### src/rtl/vc_pkg.sv
package vc_pkg;
  typedef enum logic [2:0] {
    ST_IDLE  = 3'd0,
    ST_LOOK  = 3'd1,
    ST_PROBE = 3'd2,
    ST_FREQ  = 3'd3,
    ST_FWAIT = 3'd4
  } vc_state_e;
endpackage

### src/rtl/vc_main_array.sv
module vc_main_array #(
  parameter int DATA_W = 32,
  parameter int TAG_W  = 4,
  parameter int IDX_W  = 4
) (
  input  logic              clk,
  input  logic              rst_n,
  input  logic [IDX_W-1:0]  idx,
  input  logic              wr_en,
  input  logic              wr_dirty,
  input  logic [TAG_W-1:0]  wr_tag,
  input  logic [DATA_W-1:0] wr_data,
  output logic              rd_valid,
  output logic              rd_dirty,
  output logic [TAG_W-1:0]  rd_tag,
  output logic [DATA_W-1:0] rd_data
);
  localparam int LINES = 1 << IDX_W;

  logic [LINES-1:0]  val_q;
  logic [LINES-1:0]  dty_q;
  logic [TAG_W-1:0]  tag_q [LINES];
  logic [DATA_W-1:0] dat_q [LINES];

  // state bits: reset
  always_ff @(posedge clk or negedge rst_n) begin
    if (!rst_n) begin
      val_q <= '0;
      dty_q <= '0;
    end else if (wr_en) begin
      val_q[idx] <= 1'b1;
      dty_q[idx] <= wr_dirty;
    end
  end

  // payload: no reset
  always_ff @(posedge clk) begin
    if (wr_en) begin
      tag_q[idx] <= wr_tag;
      dat_q[idx] <= wr_data;
    end
  end

  assign rd_valid = val_q[idx];
  assign rd_dirty = dty_q[idx];
  assign rd_tag   = tag_q[idx];
  assign rd_data  = dat_q[idx];
endmodule

### src/rtl/vc_victim_buf.sv
module vc_victim_buf #(
  parameter int DATA_W = 32,
  parameter int BLK_W  = 8,
  parameter int VB_N   = 4
) (
  input  logic              clk,
  input  logic              rst_n,
  input  logic [BLK_W-1:0]  lk_addr,
  output logic              lk_hit,
  output logic              lk_dirty,
  output logic [DATA_W-1:0] lk_data,
  output logic              ev_valid,
  output logic              ev_dirty,
  output logic [BLK_W-1:0]  ev_addr,
  output logic [DATA_W-1:0] ev_data,
  input  logic              wr_en,
  input  logic              wr_at_ptr,
  input  logic              wr_valid,
  input  logic              wr_dirty,
  input  logic [BLK_W-1:0]  wr_addr,
  input  logic [DATA_W-1:0] wr_data
);
  localparam int SLOT_W = (VB_N > 1) ? $clog2(VB_N) : 1;

  logic [VB_N-1:0]   val_q;
  logic [VB_N-1:0]   dty_q;
  logic [BLK_W-1:0]  adr_q [VB_N];
  logic [DATA_W-1:0] dat_q [VB_N];
  logic [SLOT_W-1:0] ptr_q, ptr_d;
  logic [VB_N-1:0]   match;
  logic [SLOT_W-1:0] lk_slot, wr_slot;

  // one comparator per slot
  for (genvar g = 0; g < VB_N; g++) begin : g_cam
    assign match[g] = val_q[g] && (adr_q[g] == lk_addr);
  end

  always_comb begin
    lk_slot = '0;
    for (int i = VB_N - 1; i >= 0; i--) begin
      if (match[i]) lk_slot = SLOT_W'(i);
    end
  end

  assign lk_hit   = |match;
  assign lk_dirty = dty_q[lk_slot];
  assign lk_data  = dat_q[lk_slot];
  assign ev_valid = val_q[ptr_q];
  assign ev_dirty = dty_q[ptr_q];
  assign ev_addr  = adr_q[ptr_q];
  assign ev_data  = dat_q[ptr_q];
  assign wr_slot  = wr_at_ptr ? ptr_q : lk_slot;

  always_comb begin
    ptr_d = ptr_q;
    if (wr_en && wr_at_ptr)
      ptr_d = (ptr_q == SLOT_W'(VB_N - 1)) ? '0 : ptr_q + 1'b1;
  end

  always_ff @(posedge clk or negedge rst_n) begin
    if (!rst_n) begin
      val_q <= '0;
      dty_q <= '0;
      ptr_q <= '0;
    end else begin
      ptr_q <= ptr_d;
      if (wr_en) begin
        val_q[wr_slot] <= wr_valid;
        dty_q[wr_slot] <= wr_dirty;
      end
    end
  end

  always_ff @(posedge clk) begin
    if (wr_en) begin
      adr_q[wr_slot] <= wr_addr;
      dat_q[wr_slot] <= wr_data;
    end
  end
endmodule

### src/rtl/vcache_top.sv
module vcache_top #(
  parameter int DATA_W = 32,
  parameter int BLK_W  = 8,
  parameter int IDX_W  = 4,
  parameter int VB_N   = 4
) (
  input  logic              clk,
  input  logic              rst_n,
  input  logic              req_valid,
  input  logic              req_write,
  input  logic [BLK_W-1:0]  req_addr,
  input  logic [DATA_W-1:0] req_wdata,
  output logic              req_ready,
  output logic              resp_valid,
  output logic              resp_hit,
  output logic              resp_miss,
  output logic [DATA_W-1:0] resp_rdata,
  output logic              mem_rd_req,
  output logic [BLK_W-1:0]  mem_rd_addr,
  input  logic              mem_fill_valid,
  input  logic [DATA_W-1:0] mem_fill_data,
  output logic              mem_wb_valid,
  output logic [BLK_W-1:0]  mem_wb_addr,
  output logic [DATA_W-1:0] mem_wb_data
);
  import vc_pkg::*;
  localparam int TAG_W = BLK_W - IDX_W;

  // reset: asynchronous assert, synchronous release
  logic [1:0] rs_q;
  logic       srst_n;
  always_ff @(posedge clk or negedge rst_n) begin
    if (!rst_n) rs_q <= '0;
    else        rs_q <= {rs_q[0], 1'b1};
  end
  assign srst_n = rs_q[1];

  vc_state_e         st_q, st_d;
  logic              q_wr;
  logic [BLK_W-1:0]  q_addr;
  logic [DATA_W-1:0] q_wdata;
  logic              cap_en;

  logic [IDX_W-1:0]  idx;
  logic [TAG_W-1:0]  tag;
  logic              m_valid, m_dirty, m_hit;
  logic [TAG_W-1:0]  m_tag;
  logic [DATA_W-1:0] m_data;
  logic              mw_en, mw_dirty;
  logic [DATA_W-1:0] mw_data;

  logic              v_hit, v_dirty, ev_valid, ev_dirty;
  logic [DATA_W-1:0] v_data;
  logic              vw_en, vw_at_ptr, vw_valid;

  assign idx   = q_addr[IDX_W-1:0];
  assign tag   = q_addr[BLK_W-1:IDX_W];
  assign m_hit = m_valid && (m_tag == tag);

  vc_main_array #(.DATA_W(DATA_W), .TAG_W(TAG_W), .IDX_W(IDX_W)) u_main (
    .clk(clk), .rst_n(srst_n), .idx(idx),
    .wr_en(mw_en), .wr_dirty(mw_dirty), .wr_tag(tag), .wr_data(mw_data),
    .rd_valid(m_valid), .rd_dirty(m_dirty), .rd_tag(m_tag), .rd_data(m_data)
  );

  vc_victim_buf #(.DATA_W(DATA_W), .BLK_W(BLK_W), .VB_N(VB_N)) u_vbuf (
    .clk(clk), .rst_n(srst_n), .lk_addr(q_addr),
    .lk_hit(v_hit), .lk_dirty(v_dirty), .lk_data(v_data),
    .ev_valid(ev_valid), .ev_dirty(ev_dirty), .ev_addr(mem_wb_addr), .ev_data(mem_wb_data),
    .wr_en(vw_en), .wr_at_ptr(vw_at_ptr), .wr_valid(vw_valid),
    .wr_dirty(m_dirty), .wr_addr({m_tag, idx}), .wr_data(m_data)
  );

  // next-state and outputs
  always_comb begin
    st_d         = st_q;
    cap_en       = 1'b0;
    req_ready    = 1'b0;
    resp_valid   = 1'b0;
    resp_hit     = 1'b0;
    resp_miss    = 1'b0;
    mem_rd_req   = 1'b0;
    mem_wb_valid = 1'b0;
    mw_en        = 1'b0;
    mw_dirty     = 1'b0;
    mw_data      = m_data;
    vw_en        = 1'b0;
    vw_at_ptr    = 1'b0;
    vw_valid     = 1'b0;
    unique case (st_q)
      ST_IDLE: begin
        req_ready = 1'b1;
        if (req_valid) begin
          cap_en = 1'b1;
          st_d   = ST_LOOK;
        end
      end
      ST_LOOK: begin
        if (m_hit) begin
          resp_valid = 1'b1;
          resp_hit   = 1'b1;
          mw_en      = q_wr;
          mw_dirty   = 1'b1;
          mw_data    = q_wr ? q_wdata : m_data;
          st_d       = ST_IDLE;
        end else begin
          st_d = ST_PROBE;
        end
      end
      ST_PROBE: begin
        if (v_hit) begin
          resp_valid = 1'b1;
          resp_hit   = 1'b1;
          mw_en      = 1'b1;
          mw_dirty   = v_dirty | q_wr;
          mw_data    = q_wr ? q_wdata : v_data;
          vw_en      = 1'b1;
          vw_valid   = m_valid;
          st_d       = ST_IDLE;
        end else begin
          st_d = ST_FREQ;
        end
      end
      ST_FREQ: begin
        mem_rd_req = 1'b1;
        st_d       = ST_FWAIT;
      end
      ST_FWAIT: begin
        if (mem_fill_valid) begin
          resp_valid   = 1'b1;
          resp_miss    = 1'b1;
          mw_en        = 1'b1;
          mw_dirty     = q_wr;
          mw_data      = q_wr ? q_wdata : mem_fill_data;
          vw_en        = m_valid;
          vw_at_ptr    = 1'b1;
          vw_valid     = 1'b1;
          mem_wb_valid = m_valid && ev_valid && ev_dirty;
          st_d         = ST_IDLE;
        end
      end
      default: st_d = ST_IDLE;
    endcase
  end

  always_ff @(posedge clk or negedge srst_n) begin
    if (!srst_n) st_q <= ST_IDLE;
    else         st_q <= st_d;
  end

  always_ff @(posedge clk) begin
    if (cap_en) begin
      q_wr    <= req_write;
      q_addr  <= req_addr;
      q_wdata <= req_wdata;
    end
  end

  assign resp_rdata  = mw_data;
  assign mem_rd_addr = q_addr;
endmodule

### config.mk
export PLATFORM = sky130hd
export DESIGN_NAME = vcache_top
export DESIGN_NICKNAME = d
export VERILOG_FILES = /design/src/rtl/vc_pkg.sv /design/src/rtl/vc_main_array.sv /design/src/rtl/vc_victim_buf.sv /design/src/rtl/vcache_top.sv
export SDC_FILE = /design/constraint.sdc
export NUM_CORES = 1
export LEC_CHECK = 0
export ABC_AREA = 1
export BUFFER_PORTS_ARGS = -buffer_cell sky130_fd_sc_hd__buf_2
export CAP_MARGIN = 20
export CORE_MARGIN = 2
export CORE_UTILIZATION = 35
export DETAILED_ROUTE_END_ITERATION = 8
export PLACE_DENSITY_LB_ADDON = 0.1
export SLEW_MARGIN = 20
export SYNTH_ARGS = -nofsm -noshare
export SYNTH_HDL_FRONTEND = slang
export SYNTH_HIERARCHICAL = 1
export SYNTH_SLANG_ARGS = --single-unit
export TNS_END_PERCENT = 20
### constraint.sdc
create_clock -name clk -period 3 [get_ports clk]
set_input_delay 0.15 -clock clk [delete_from_list [all_inputs] [get_ports clk]]
set_output_delay 0.15 -clock clk [all_outputs]
set_load 0.01 [all_outputs]
==> metrics.cfg, run 1 <==
[clocking]
htree_levels = 3
clock_tree.buffer_depth = 3
clk_latency_ns = 0.68
cts_made_buffers = 95
tritoncts = yes
clockRootBuffer = clkbuf_16
cts.clk_slew.worst_paths_ns = 0.06
clkSinkCount = 824

[timing]
tightest_slew_ns = 0.930
clock.fmax_mhz = 273
final.hold.worst_slack_ns = 0.119
post_route_clock_skew_ns = 0.0242
setup_violations = 1096
setup_repair_after_global_routing_missed_its_margin = true
finalHoldViolCount = 0
final-max-slew-violation-count = 0
setup_slack_ns = -0.668
post-route-min-period_ns = 3.67
timing.slew.headroom_pct = 38.0
finalCritPeriodShare_pct = 122

[yosys]
synth-warning-count = 6
synth_fp_nets = 4195
synth-seq-area-share_pct = 63.8
synth_edf_count = 777
asyncSetResetFlopFracSynth_pct = 5.70
synth.cell_area_um2 = 38400
post_synth_main_area_contributors = edfxtp_1, nand2_1, dfrtp_1
synthDistinctLibCells = 39
netlist_instances = 4117
synth_area_per_cell_um2 = 9.33
synth.ff_latch_count = 824
synth.largest_area_cell = edfxtp_1
synth_ff_type = edfxtp_1
synth_top_area_share_pct = 60.8

[finish]
final_common_cell = nand2_1
layout_common_cells = nand2_1, edfxtp_1, buf_4
design.final.nets = 4784
ratio_of_cells_with_drive_above_1_in_the_final_layout_pct = 21.9
areaGrowthSynthToFinish_pct = 31.7
fill_cell_total_of_the_finished_layout = 10200

[floorplan]
start_util_pct = 35.3
boundaryPins = 163
core_area_um2 = 109000
fp.dieW_um = 335
die_area_um2 = 112000
die_h_um = 335
rows = 121

[power]
powerDensity_nw_per_um2 = 868
power.share.clock_pct = 26.5
intPower_mw = 28.8
power.ir.vdd_worst_mv = 0.446
p_seq_share_pct = 35.4
combinationalPowerShare_pct = 38.1
swShare_pct = 34.3
design_power_total_mw = 43.9
leakage_nw = 22.4
netSwitchingPower_mw = 15.1

[worst_setup_path]
crit_chain = buf_8 > buf_12 > inv_8 > or2_1 > nand3_1 > nor2_1 > nand2_1 > nand2_2 > nand2_8 > buf_12 > nand2_8 > buf_6 > nand2_2 > o211ai_1 > nand2_1 > nand2_1 > nand2_1 > nand2_1 > nand2_2 > a21oi_4 > nand3_2 > buf_6 > buf_6
launching_instance_or_port_of_the_critical_path = mem_rd_addr[0]
critical_path_peak_fanout = 5
setup.worst_path.class = reg -> out
worstSetupStartpointType = flip-flop
critical_path.top_delay_family = simple AND/OR/NAND/NOR gates
cp.buffers_inverters = 7
critical_path.most_common_cell = nand2_1
rr_startpoint = mem_rd_addr[0]
regToRegSetupSlack_ns = -0.58
r2r_cells = 25
total_stage_count_of_the_critical_path = 23
cp-end-kind = primary output
critPathSlowestCell = edfxtp_1
max_stage_delay_ns = 0.40
critPathArrivalTime_ns = 3.52
critical_path.endpoint = resp_rdata[12]
required_ns = 2.85
capture_instance_of_the_worst_register_to_register_path = u_main/dat_q[8][22]

[place]
hpwl_um = 80100
place.gp.congestion = 0.829
portBuffers = 162

[run_status]
result_of_the_run = finished with violations
violations = negative setup slack

[drt]
detailroute.via_count = 30300
post_drt_via_cell_ratio = 4.89
detailedRoute.firstPassIterationCount = 6
drt.antenna.violating_nets = 0
route.final.wire_length_um = 136000
detail_route.drc_violations = 0
initialDrtViolationCount = 2931
wl_per_cell_um = 21.9

[flow_run]
cap_viol_max_count = 0

[worst_hold_path]
holdCritPathClass = in -> reg

[global_route]
grt_util_all_layers_pct = 23.6
grt_antenna_before_repair = 6
grt_start_max_net_pins = 68
grt_pass1_vias = 28800
grt_pass1_wl_um = 194000
globalRoute.totalOverflow = 0

==> cell families (layout without fill, tap and decap cells) <==
family,count (synthesis),count (layout),share of synthesized area [%]
AND/OR/NAND/NOR,2566,2567,26.6
flip-flops,824,824,63.8
buffers and inverters,449,1116,5.27
AO/OA/AOI/OAI,271,271,4.16
XOR/XNOR,5,5,0.114
adder cells (fa/ha/maj),1,1,0.0326
other,1,2,0.00977
==> area by class of cell <==
| type | count | area [um2] | area share (%) |
|---|---|---|---|
| Sequential cell | 824 | 24500 | 48.5 |
| Multi-Input combinational cell | 2845 | 12700 | 25.1 |
| Timing Repair Buffer | 695 | 7530 | 14.9 |
| Clock buffer | 121 | 2520 | 4.98 |
| Tap cell | 1414 | 1770 | 3.50 |
| Inverter | 245 | 1010 | 1.99 |
| Clock inverter | 55 | 552 | 1.09 |
| Antenna cell | 1 | 2.50 | 0.00495 |
==> sequential cells by signal, summed over array words and instances, names as in the netlist, 8 cells and up <==
name,count
u_vbuf/adr_q,32
u_main/tag_q,64
u_main/val_q,16
u_vbuf/dat_q,128
u_main/dty_q,16
mem_rd_addr,8
u_main/dat_q,512
q_wdata,32
==> worst min path at each step <==
stage                            from                    to  cells after the start
global placement                rst_n               rs_q[0]                      1
global route        mem_fill_data[10]  u_main/dat_q[11][10]                      7
detailed placement              rst_n               rs_q[0]                      1
CTS                 mem_fill_data[10]  u_main/dat_q[11][10]                      7
finish              mem_fill_data[10]  u_main/dat_q[11][10]                      7
floorplan                       rst_n               rs_q[0]                      0
==> worst min-delay path, delay by kind of cell <==
kind                   cells  cell delay (ns)
and+or+nand+nor            5             0.40
buffers and inverters      2             0.12
==> cell usage after synthesis, types with 2 or more instances <==
cell type,instances
dfrtp_1,47
nand4_1,35
nand3_1,38
inv_2,35
or2_2,13
or2_1,6
nand2_4,3
inv_1,210
nor3_4,2
buf_1,22
o21ai_0,130
clkbuf_1,47
nor2_1,94
buf_4,18
nor2_2,7
a21boi_1,2
o211ai_2,12
nand2_2,5
edfxtp_1,777
nand3_2,46
nand2_1,2311
o22ai_1,4
o211ai_1,52
o21bai_1,2
xnor2_1,5
buf_6,20
o21ai_1,2
a21oi_1,65
buf_2,97
==> stage by stage <==
| step | setup slack, ns | TNS [ns] | instances | cell area (um2) | utilization, % |
|---|---|---|---|---|---|
| 2_1_floorplan | -0.836 | -410.14 | 4117 | 38600 | - |
| 3_3_place_gp | -0.326 | -218.25 | 5826 | 43600 | 40.1 |
| 3_5_place_dp | -0.360 | -237.96 | 5826 | 43600 | 40.1 |
| 4_1_cts | -0.687 | -289.13 | 6160 | 49800 | 45.7 |
| 5_1_grt | -0.811 | -553.64 | 6199 | 50600 | 46.5 |
| 6_report | -0.668 | -359.38 | 6200 | 50600 | 46.5 |
==> repair_timing <==
| action | CTS | global route |
|---|---|---|
| buffers inserted | 89 | 44 |
| endpoints found under the hold margin | 58 | 0 |
| endpoints found under the setup margin | 1150 | 1251 |
| cloned | 26 | 10 |
| resized for setup | 287 | 110 |
| pin swaps | 79 | 72 |
| hold buffers | 45 | 0 |
==> power groups by stage <==
stage / registers, mW / logic [mW] / clock network, mW
6_report: 15.5 / 16.8 / 11.6
4_1_cts: 15.5 / 16.2 / 11.9
3_3_place_gp: 15.8 / 13.7 / 0
2_1_floorplan: 15.8 / 6.18 / 0
5_1_grt: 15.6 / 18.1 / 12.3
3_5_place_dp: 15.8 / 13.7 / 0
==> layer usage <==
metal	vias up	track usage (%)	share of wire, %
met5	-	0	0
met4	0	6.13	2.4
met3	162	3.95	6.7
met2	937	37.3	45
met1	14700	33.6	46
li1	14600	-	-
(Power assumes the default switching activity.)
==> inputs of run 2 (changes only) <==
- MAX_ROUTING_LAYER: unset -> met4
==> metrics.cfg, run 2 (same netlist as run 1, synthesis figures left out) <==
[run_status]
result_of_the_run = finished with violations
violations = negative setup slack

[power]
leakage_nw = 22.3  ; -0.63%
power.ir.vdd_worst_mv = 0.449  ; +0.64%
powerDensity_nw_per_um2 = 874  ; +0.64%
design_power_total_mw = 43.9  ; about the same

[worst_setup_path]
critPathArrivalTime_ns = 3.52  ; about the same
critPathSlowestCell = edfxtp_1
r2r_cells = 25  ; unchanged
capture_instance_of_the_worst_register_to_register_path = u_main/dat_q[11][0]
rr_startpoint = mem_rd_addr[0]
required_ns = 2.85  ; about the same
max_stage_delay_ns = 0.40  ; about the same
launching_instance_or_port_of_the_critical_path = mem_rd_addr[0]
crit_chain = buf_8 > buf_12 > inv_8 > or2_1 > nand3_1 > nor2_1 > nand2_1 > nand2_2 > nand2_8 > buf_12 > nand2_8 > buf_6 > nand2_2 > o211ai_1 > nand2_1 > nand2_1 > nand2_1 > nand2_1 > nand2_2 > a21oi_4 > nand3_2 > buf_6 > buf_6
critical_path.most_common_cell = nand2_1
setup.worst_path.class = reg -> out
critical_path_peak_fanout = 5  ; unchanged
critical_path.endpoint = resp_rdata[12]
cp-end-kind = primary output
worstSetupStartpointType = flip-flop
regToRegSetupSlack_ns = -0.56  ; +0.02 ns

[timing]
setup_repair_after_global_routing_missed_its_margin = true
finalHoldViolCount = 0  ; unchanged
final.hold.worst_slack_ns = 0.117  ; -0.00224 ns
timing.slew.headroom_pct = 39.2  ; +1.2 points
finalCritPeriodShare_pct = 122  ; about the same
tightest_slew_ns = 0.912  ; -0.0178 ns
timing.setup.tns_ns = -360.50  ; -1.12 ns
final-max-slew-violation-count = 0  ; unchanged
setup_violations = 1103  ; +0.64%
setup_slack_ns = -0.669  ; -0.00113 ns
post_route_clock_skew_ns = 0.0206  ; -0.00362 ns
clock.fmax_mhz = 273  ; about the same
post-route-min-period_ns = 3.67  ; +0.00113 ns

[floorplan]
fp.dieW_um = 335  ; unchanged
start_util_pct = 35.3  ; unchanged
die_h_um = 335  ; unchanged
rows = 121  ; unchanged
die_area_um2 = 112000  ; unchanged
boundaryPins = 163  ; unchanged
core_area_um2 = 109000  ; unchanged

[finish]
final_common_cell = nand2_1
largest_register = u_main/dat_q
layout_common_cells = nand2_1, edfxtp_1, buf_4
ratio_of_cells_with_drive_above_1_in_the_final_layout_pct = 21.5  ; -0.33 points
biggestRegsByFlops = u_main/dat_q: 512 flops, u_vbuf/dat_q: 128 flops, u_main/tag_q: 64 flops
design.final.nets = 4774  ; -0.21%
areaGrowthSynthToFinish_pct = 30.8
largest_reg_flops = 512  ; unchanged

[clocking]
clock_tree.buffer_depth = 3  ; unchanged
cts_made_buffers = 95  ; unchanged
cts.clk_slew.worst_paths_ns = 0.06  ; about the same
clk_latency_ns = 0.68  ; about the same
tritoncts = yes
clkSinkCount = 824  ; unchanged
htree_levels = 3  ; unchanged
clockRootBuffer = clkbuf_16

[place]
portBuffers = 162  ; unchanged
hpwl_um = 80100  ; unchanged
place.gp.congestion = 0.841  ; +1.5%

[worst_hold_path]
holdCritPathClass = in -> reg

[drt]
detailedRoute.firstPassIterationCount = 5  ; -1
detail_route.drc_violations = 0  ; unchanged
detailroute.via_count = 30300  ; -0.23%
drt.antenna.violating_nets = 0  ; unchanged
post_drt_via_cell_ratio = 4.89  ; about the same
initialDrtViolationCount = 2626  ; -10%
wl_per_cell_um = 21.7  ; -0.96%
route.final.wire_length_um = 135000  ; -1.1%

[global_route]
grt_start_max_net_pins = 68  ; unchanged
grt_pass1_vias = 28800  ; +0.021%
globalRoute.totalOverflow = 0  ; unchanged
grt_pass1_wl_um = 194000  ; about the same
grt_util_all_layers_pct = 24.3  ; +0.70 points
grt_antenna_before_repair = 6  ; unchanged

[flow_run]
cap_viol_max_count = 0  ; unchanged

-- run 2: critical path: cells and delay by family (launching register included) --
family                 cells  cell delay [ns]
flip-flops                 1             0.40
AND/OR/NAND/NOR           14             1.18
buffers and inverters      7             0.92
AO/OA/AOI/OAI              2             0.34
-- run 2: timing repair --
action	in CTS	in global routing
pin swaps	79	67
gates resized for setup	287	77
cloned	26	3
buffers inserted	89	33
hold buffers	45	0
endpoints found under the hold margin	58	0
setup endpoints to repair	1150	1251
-- run 2: final cells by class --
cell class | count | area (um2)
Inverter | 245 | 993
Sequential cell | 824 | 24500
Tap cell | 1414 | 1770
Clock inverter | 55 | 552
Timing Repair Buffer | 685 | 7250
Antenna cell | 3 | 7.51
Clock buffer | 121 | 2520
Multi-Input combinational cell | 2845 | 12600
Fill cell | 10300 | 58600
-- run 2: where the power goes --
group	internal [mW]	leakage, nW	total, mW	switching [mW]
registers	15.3	7.67	15.5	0.193
logic	6.63	13.1	16.7	10.1
clock network	6.86	1.50	11.6	4.78
-- run 2: worst min-delay path by stage --
stage | startpoint | to | slack (ns) | cells past startpoint
floorplan | rst_n | rs_q[0] | -0.15 | 0
global route | mem_fill_data[10] | u_main/dat_q[7][10] | 0.16 | 7
global placement | rst_n | rs_q[0] | -0.06 | 1
detailed placement | rst_n | rs_q[0] | -0.06 | 1
CTS | mem_fill_data[10] | u_main/dat_q[11][10] | 0.08 | 7
finish | mem_fill_data[10] | u_main/dat_q[11][10] | 0.12 | 7
-- run 2: through the flow --
stage | cells | cell area (um2) | util, % | worst slack, ns
after floorplan | 4117 | 38600 | - | -0.836
after global placement | 5826 | 43600 | 40.1 | -0.326
after global routing | 6190 | 50200 | 46.1 | -0.808
final | 6192 | 50200 | 46.1 | -0.669
after detailed placement | 5826 | 43600 | 40.1 | -0.360
after CTS | 6160 | 49800 | 45.7 | -0.687
-- run 2: routing by layer --
layer  vias to the layer above  part of all wire [%]  global-route usage, %
met2                       849                    45                   37.3
li1                      14500                     -                      -
met3                       154                   6.3                   3.93
met1                     14700                    46                   33.6
met5                         -                     0                      -
met4                         0                   2.1                   6.13
